$ cat src/rtl/ps2_rx_pkg.sv
package ps2_rx_pkg;

  localparam int WORD_BITS = 11;

  // Captured word, bit 0 is the first bit on the wire (start bit).
  typedef struct packed {
    logic       stop;
    logic       parity;
    logic [7:0] payload;
    logic       start;
  } ps2_word_t;

  // Odd parity over payload and parity bit.
  function automatic logic parity_odd(input logic [7:0] payload, input logic par);
    return ^{par, payload};
  endfunction

  // Full acceptance rule for one captured word.
  function automatic logic word_is_good(input ps2_word_t w);
    return (w.start == 1'b0) && (w.stop == 1'b1) && parity_odd(w.payload, w.parity);
  endfunction

  // Timeout length in system cycles.
  function automatic int timeout_cycles(input int clk_hz, input int usec);
    return (clk_hz / 1_000_000) * usec;
  endfunction

endpackage

$ cat src/rtl/ps2_line_filter.sv
module ps2_line_filter #(
  parameter int FILTER_CYCLES = 8
) (
  input  logic clk,
  input  logic rst_n,
  input  logic line_in,
  output logic line_out
);

  localparam int CW = $clog2(FILTER_CYCLES + 1);

  logic [1:0]    sync_q;
  logic [CW-1:0] run_cnt;
  logic          level_q;
  logic          differs;

  assign differs  = sync_q[1] != level_q;
  assign line_out = level_q;

  always_ff @(posedge clk or negedge rst_n) begin
    if (!rst_n) begin
      sync_q  <= 2'b11;
      run_cnt <= '0;
      level_q <= 1'b1;
    end else begin
      sync_q <= {sync_q[0], line_in};
      if (!differs) begin
        run_cnt <= '0;
      end else if (run_cnt == CW'(FILTER_CYCLES - 1)) begin
        level_q <= sync_q[1];
        run_cnt <= '0;
      end else begin
        run_cnt <= run_cnt + 1'b1;
      end
    end
  end

  initial begin
    if (FILTER_CYCLES < 2) $error("FILTER_CYCLES must be at least 2");
  end

  // A new filtered level must have been seen on the synchronizer for the
  // two cycles before it took effect.
  AST_FILTER_SETTLED: assert property (@(posedge clk) disable iff (!rst_n)
    (level_q != $past(level_q)) |-> ($past(sync_q[1]) == level_q));
  AST_FILTER_RUN: assert property (@(posedge clk) disable iff (!rst_n)
    (level_q != $past(level_q)) |-> ($past(sync_q[1], 2) == level_q));

endmodule

$ cat src/rtl/ps2_fall_detect.sv
module ps2_fall_detect (
  input  logic clk,
  input  logic rst_n,
  input  logic level_in,
  output logic fall_pulse
);

  logic prev_q;

  always_ff @(posedge clk or negedge rst_n) begin
    if (!rst_n) prev_q <= 1'b1;
    else        prev_q <= level_in;
  end

  assign fall_pulse = prev_q & ~level_in;

  AST_FALL_SINGLE: assert property (@(posedge clk) disable iff (!rst_n)
    fall_pulse |=> !fall_pulse);

endmodule

$ cat src/rtl/ps2_word_assembler.sv
module ps2_word_assembler
  import ps2_rx_pkg::*;
#(
  parameter int TIMEOUT_CYCLES = 10000
) (
  input  logic                 clk,
  input  logic                 rst_n,
  input  logic                 bit_strobe,
  input  logic                 bit_value,
  output logic                 word_done,
  output logic [WORD_BITS-1:0] word_bits,
  output logic                 timeout_hit
);

  localparam int TW = $clog2(TIMEOUT_CYCLES + 1);
  localparam int BW = $clog2(WORD_BITS + 1);

  logic [BW-1:0]        bit_cnt;
  logic [TW-1:0]        idle_cnt;
  logic [WORD_BITS-1:0] shreg;
  logic                 in_word;

  assign in_word     = bit_cnt != '0;
  assign timeout_hit = in_word && !bit_strobe && (idle_cnt == TW'(TIMEOUT_CYCLES - 1));
  assign word_bits   = shreg;

  always_ff @(posedge clk or negedge rst_n) begin
    if (!rst_n) begin
      bit_cnt   <= '0;
      idle_cnt  <= '0;
      shreg     <= '1;
      word_done <= 1'b0;
    end else begin
      word_done <= 1'b0;
      if (bit_strobe) begin
        shreg    <= {bit_value, shreg[WORD_BITS-1:1]};
        idle_cnt <= '0;
        if (bit_cnt == BW'(WORD_BITS - 1)) begin
          bit_cnt   <= '0;
          word_done <= 1'b1;
        end else begin
          bit_cnt <= bit_cnt + 1'b1;
        end
      end else if (timeout_hit) begin
        bit_cnt  <= '0;
        idle_cnt <= '0;
      end else if (in_word) begin
        idle_cnt <= idle_cnt + 1'b1;
      end
    end
  end

  AST_BIT_CNT_RANGE: assert property (@(posedge clk) disable iff (!rst_n)
    bit_cnt <= BW'(WORD_BITS - 1));
  AST_TIMEOUT_RESTART: assert property (@(posedge clk) disable iff (!rst_n)
    timeout_hit |=> (bit_cnt == '0) && !word_done);
  AST_IDLE_BOUND: assert property (@(posedge clk) disable iff (!rst_n)
    idle_cnt < TW'(TIMEOUT_CYCLES));
  AST_DONE_SINGLE: assert property (@(posedge clk) disable iff (!rst_n)
    word_done |=> !word_done);

endmodule

$ cat src/rtl/ps2_frame_rx.sv
module ps2_frame_rx
  import ps2_rx_pkg::*;
#(
  parameter int CLK_FREQ_HZ   = 100_000_000,
  parameter int FILTER_CYCLES = 8,
  parameter int TIMEOUT_US    = 100
) (
  input  logic       clk,
  input  logic       rst_n,
  input  logic       ps2_clk_in,
  input  logic       ps2_data_in,
  output logic [7:0] rx_byte,
  output logic       data_valid,
  output logic       frame_error
);

  localparam int TIMEOUT_CYC = timeout_cycles(CLK_FREQ_HZ, TIMEOUT_US);
  localparam int NUM_LINES   = 2;
  localparam int LINE_CLK    = 0;
  localparam int LINE_DATA   = 1;

  logic [NUM_LINES-1:0] raw_lines;
  logic [NUM_LINES-1:0] clean_lines;
  logic                 bit_strobe;
  logic                 word_done;
  logic                 timeout_hit;
  logic [WORD_BITS-1:0] word_bits;
  ps2_word_t            word_view;
  logic                 word_good;

  assign raw_lines = {ps2_data_in, ps2_clk_in};

  for (genvar g = 0; g < NUM_LINES; g++) begin : g_line
    ps2_line_filter #(.FILTER_CYCLES(FILTER_CYCLES)) i_filter (
      .clk      (clk),
      .rst_n    (rst_n),
      .line_in  (raw_lines[g]),
      .line_out (clean_lines[g])
    );
  end

  ps2_fall_detect i_fall (
    .clk        (clk),
    .rst_n      (rst_n),
    .level_in   (clean_lines[LINE_CLK]),
    .fall_pulse (bit_strobe)
  );

  ps2_word_assembler #(.TIMEOUT_CYCLES(TIMEOUT_CYC)) i_asm (
    .clk         (clk),
    .rst_n       (rst_n),
    .bit_strobe  (bit_strobe),
    .bit_value   (clean_lines[LINE_DATA]),
    .word_done   (word_done),
    .word_bits   (word_bits),
    .timeout_hit (timeout_hit)
  );

  assign word_view = ps2_word_t'(word_bits);
  assign word_good = word_is_good(word_view);

  always_ff @(posedge clk or negedge rst_n) begin
    if (!rst_n) begin
      rx_byte     <= '0;
      data_valid  <= 1'b0;
      frame_error <= 1'b0;
    end else begin
      data_valid  <= word_done && word_good;
      frame_error <= word_done && !word_good;
      if (word_done && word_good) rx_byte <= word_view.payload;
    end
  end

  AST_VALID_SINGLE: assert property (@(posedge clk) disable iff (!rst_n)
    data_valid |=> !data_valid);
  AST_ERROR_SINGLE: assert property (@(posedge clk) disable iff (!rst_n)
    frame_error |=> !frame_error);
  AST_STROBES_EXCLUSIVE: assert property (@(posedge clk) disable iff (!rst_n)
    !(data_valid && frame_error));
  AST_BYTE_HELD: assert property (@(posedge clk) disable iff (!rst_n)
    (rx_byte != $past(rx_byte)) |-> data_valid);
  AST_STROBE_AFTER_WORD: assert property (@(posedge clk) disable iff (!rst_n)
    (data_valid || frame_error) |-> $past(word_done));

endmodule

$ cat config.mk
export PLATFORM = sky130hd
export DESIGN_NAME = ps2_frame_rx
export DESIGN_NICKNAME = d
export VERILOG_FILES = /design/src/rtl/ps2_rx_pkg.sv /design/src/rtl/ps2_line_filter.sv /design/src/rtl/ps2_fall_detect.sv /design/src/rtl/ps2_word_assembler.sv /design/src/rtl/ps2_frame_rx.sv
export SDC_FILE = /design/constraint.sdc
export NUM_CORES = 1
export LEC_CHECK = 0
export ABC_AREA = 1
export ABC_CLOCK_PERIOD_IN_PS = 4100
export BUFFER_PORTS_ARGS = -buffer_cell sky130_fd_sc_hd__buf_2
export CAP_MARGIN = 20
export CORE_MARGIN = 2
export CORE_UTILIZATION = 61
export DETAILED_ROUTE_END_ITERATION = 10
export GPL_ROUTABILITY_DRIVEN = 0
export PLACE_DENSITY = 0.8
export SLEW_MARGIN = 30
export SYNTH_ARGS = -nofsm -noshare
export SYNTH_HDL_FRONTEND = slang
export SYNTH_SLANG_ARGS = --single-unit
$ cat constraint.sdc
create_clock -name clk -period 4.1 [get_ports clk]
set_input_delay 0 -clock clk [delete_from_list [all_inputs] [get_ports clk]]
set_output_delay 0 -clock clk [all_outputs]
set_load 0.005 [all_outputs]
==> impl_metrics.env <==
export IMPL_die_area_um2=4840
export IMPL_grt_pass1_wl_mm=8.13
export IMPL_fin_worst_skew_ns=0.0105
export IMPL_worstPathArrival_ns=1.98
export IMPL_powerDensity_nw_per_um2=517
export IMPL_sequentialPowerShare_pct=47.8
export IMPL_antenna_cells=0
export IMPL_postCtsHoldBufs=3
export IMPL_ctsHtreeMaxLevel=2
export IMPL_rsz0062_at_grt="no"
export IMPL_overflow=0
export IMPL_synth_ff_type="dfrtp_1"
export IMPL_worstMarginPinSlew_ns=0.666
export IMPL_yosysSeqAreaShare_pct=53.3
export IMPL_dp_cells=350
export IMPL_numPortBuffers=13
export IMPL_async_flop_share_pct=100
export IMPL_dpl_instance_area_um2=2740
export IMPL_grtUsageTotal_pct=21.0
export IMPL_start_kind="flip-flop"
export IMPL_drv_slew=0
export IMPL_dieWidth_um=69.6
export IMPL_drive_above_1_share_pct=20.3
export IMPL_synth_edf_count=0
export IMPL_p_int_w=0.000955
export IMPL_status="finished clean"
export IMPL_final_nets=321
export IMPL_max_vdd_ir_drop_uv=290
export IMPL_area_growth_pct=9.87
export IMPL_core_um2=4060
export IMPL_final_cells=361
export IMPL_grt_start_max_net_pins=56
export IMPL_hpwl_mm=3.09
export IMPL_fmax_mhz=560
export IMPL_dp_slack_ns=2.37
export IMPL_required_ns=4.29
export IMPL_hp_class="primary input to async pin"
export IMPL_cts_tree="done"
export IMPL_tns_ns=0
export IMPL_numCtsBuffers=5
export IMPL_cts_root_buf="clkbuf_8"
export IMPL_p_sw_w=0.000535
export IMPL_setup_viol=0
export IMPL_min_period_over_period_pct=43.6
export IMPL_endpoint="i_asm.idle_cnt[4]"
export IMPL_p_clk_share_pct=23.8
export IMPL_synth_area_per_cell_um2=9.08
export IMPL_ant_nets=0
export IMPL_finalHoldViolCount=0
export IMPL_combPwrFrac_pct=28.5
export IMPL_critical_path_max_fanout=19
export IMPL_vias=1900
export IMPL_end_kind="flip-flop"
export IMPL_ff2ff_path_depth=8
export IMPL_dieHeight_um=69.6
export IMPL_layout_commonest_cell="nand2_1"
export IMPL_clock_path_buffers=2
export IMPL_netSwitchingFraction_pct=35.9
export IMPL_synth_nets=300
export IMPL_r2r_slack_ns=2.31
export IMPL_drv_cap=0
export IMPL_first_iter_violations=140
export IMPL_routed_wl_mm=4.49
export IMPL_finalWorstSetupSlack_ns=2.31
export IMPL_clkTransAtPathRegs_ns=0.10
export IMPL_io_pins=14
export IMPL_synth_area_um2=2630
export IMPL_ys_ff_latch=55
export IMPL_critPathKind="flip-flop to flip-flop"
export IMPL_wl_per_cell_um=12.4
export IMPL_drc_errors=0
export IMPL_grt_pass1_vias=1805
export IMPL_core_rowCount=23
export IMPL_cts_resized=0
export IMPL_whs_ns=0.327
export IMPL_fin_crit_ns=1.79
export IMPL_layout_common_cells="nand2_1 (75), dfrtp_1 (37), inv_1 (30)"
export IMPL_antenna_found_initial=0
export IMPL_rr_startpoint="i_fall.prev_q"
export IMPL_critPathLaunch="i_fall.prev_q"
export IMPL_max_slew_margin_rel_pct=55.6
export IMPL_via_per_inst=5.26
export IMPL_synthCells=289
export IMPL_ys_warn_count=0
export IMPL_clock_sinks=55
export IMPL_leakagePower_nw=1.32
export IMPL_postCtsSetupBuffers=0
export IMPL_drt_first_pass_iters=4
export IMPL_start_util_pct=64.7
export IMPL_yosysUniqueCellTypes=32
export IMPL_timing_rr_end="i_asm.idle_cnt[4]"
export IMPL_clk_latency_ns=0.31
export IMPL_fin_area_um2=2880
area by class of cell:
cell class | instances | area, µm²
sequential | 55 | 1400
fill | 307 | 1170
multi-input combinational | 197 | 1080
inverter | 34 | 128
timing repair buffer | 17 | 103
clock buffer | 6 | 72.6
tap | 50 | 62.6
clock inverter | 2 | 37.5
cell families after synthesis:
| family | Yosys count | synth area share (%) |
|---|---|---|
| AND/OR/NAND/NOR | 146 | 26.3 |
| buffers and inverters | 37 | 5.48 |
| multiplexers | 2 | 0.858 |
| AO/OA/AOI/OAI | 28 | 6.10 |
| XOR/XNOR | 14 | 4.67 |
| flip-flops | 55 | 53.3 |
| adder cells (fa/ha/maj) | 7 | 3.34 |
state kept, by name, summed over array words and instances, names as in the netlist:
register                  flops
i_asm.idle_cnt               14
i_asm.word_bits              11
g_line.i_filter.line_out      2
i_asm.bit_cnt                 4
i_fall.prev_q                 1
rx_byte                       8
data_valid                    1
g_line.i_filter.run_cnt       8
i_asm.word_done               1
frame_error                   1
g_line.i_filter.sync_q        4
power groups by stage:
stage | Sequential (W) | Clock [W] | Combinational, W
6_report | 0.000712 | 0.000354 | 0.000424
3_5_place_dp | 0.000721 | 0 | 0.000420
2_1_floorplan | 0.000703 | 0 | 0.000342
3_3_place_gp | 0.000715 | 0 | 0.000410
5_1_grt | 0.000726 | 0.000385 | 0.000486
4_1_cts | 0.000713 | 0.000364 | 0.000426
per-stage QoR:
step	total power, W	util (%)
2_1_floorplan	0.00105	-
3_3_place_gp	0.00113	67.6
3_5_place_dp	0.00114	67.6
4_1_cts	0.00150	71.1
5_1_grt	0.00160	71.1
6_report	0.00149	71.1
metal layers:
layer  wire [µm]  GRT usage (%)
met5           0              0
met4          68           7.19
met1        2040           26.6
met3         159           4.80
met2        2230           35.5
synth_stat cells, drive strengths merged, types with 2 or more instances:
cell	number	area (µm²)
nand3	12	82.6
nor3	5	30.0
mux2	2	22.5
nand4	13	81.3
xor2	8	70.1
dfstp	18	473
clkbuf	2	8.75
nor2	31	144
ha	7	87.6
inv	34	128
o22ai	3	18.8
xnor2	6	52.6
nand3b	2	15.0
o21ai	19	98.9
nand2	82	330
dfrtp	37	926
a21oi	3	15.0
worst min-delay path by stage:
stage / start / endpoint / slack [ns] / cells past startpoint
floorplan: rst_n / data_valid / -0.30 / 0
global placement: ps2_clk_in / g_line[0].i_filter.sync_q[0] / 0.10 / 1
detailed placement: ps2_clk_in / g_line[0].i_filter.sync_q[0] / 0.11 / 1
CTS: ps2_clk_in / g_line[0].i_filter.sync_q[0] / 0.32 / 2
global route: ps2_data_in / g_line[1].i_filter.sync_q[0] / 0.34 / 2
finish: rst_n / g_line[0].i_filter.run_cnt[0] / 0.33 / 3
critical path, stage by stage, from the launching register on:
cell and delay, ns:
dfstp_2 0.52, inv_1 0.05, nor2_4 0.34, nor2_4 0.13
inv_2 0.15, nand2_2 0.08, nor2_1 0.14, xor2_1 0.20
nor2_1 0.05
No activity file was read; power rests on OpenSTA's default activity.
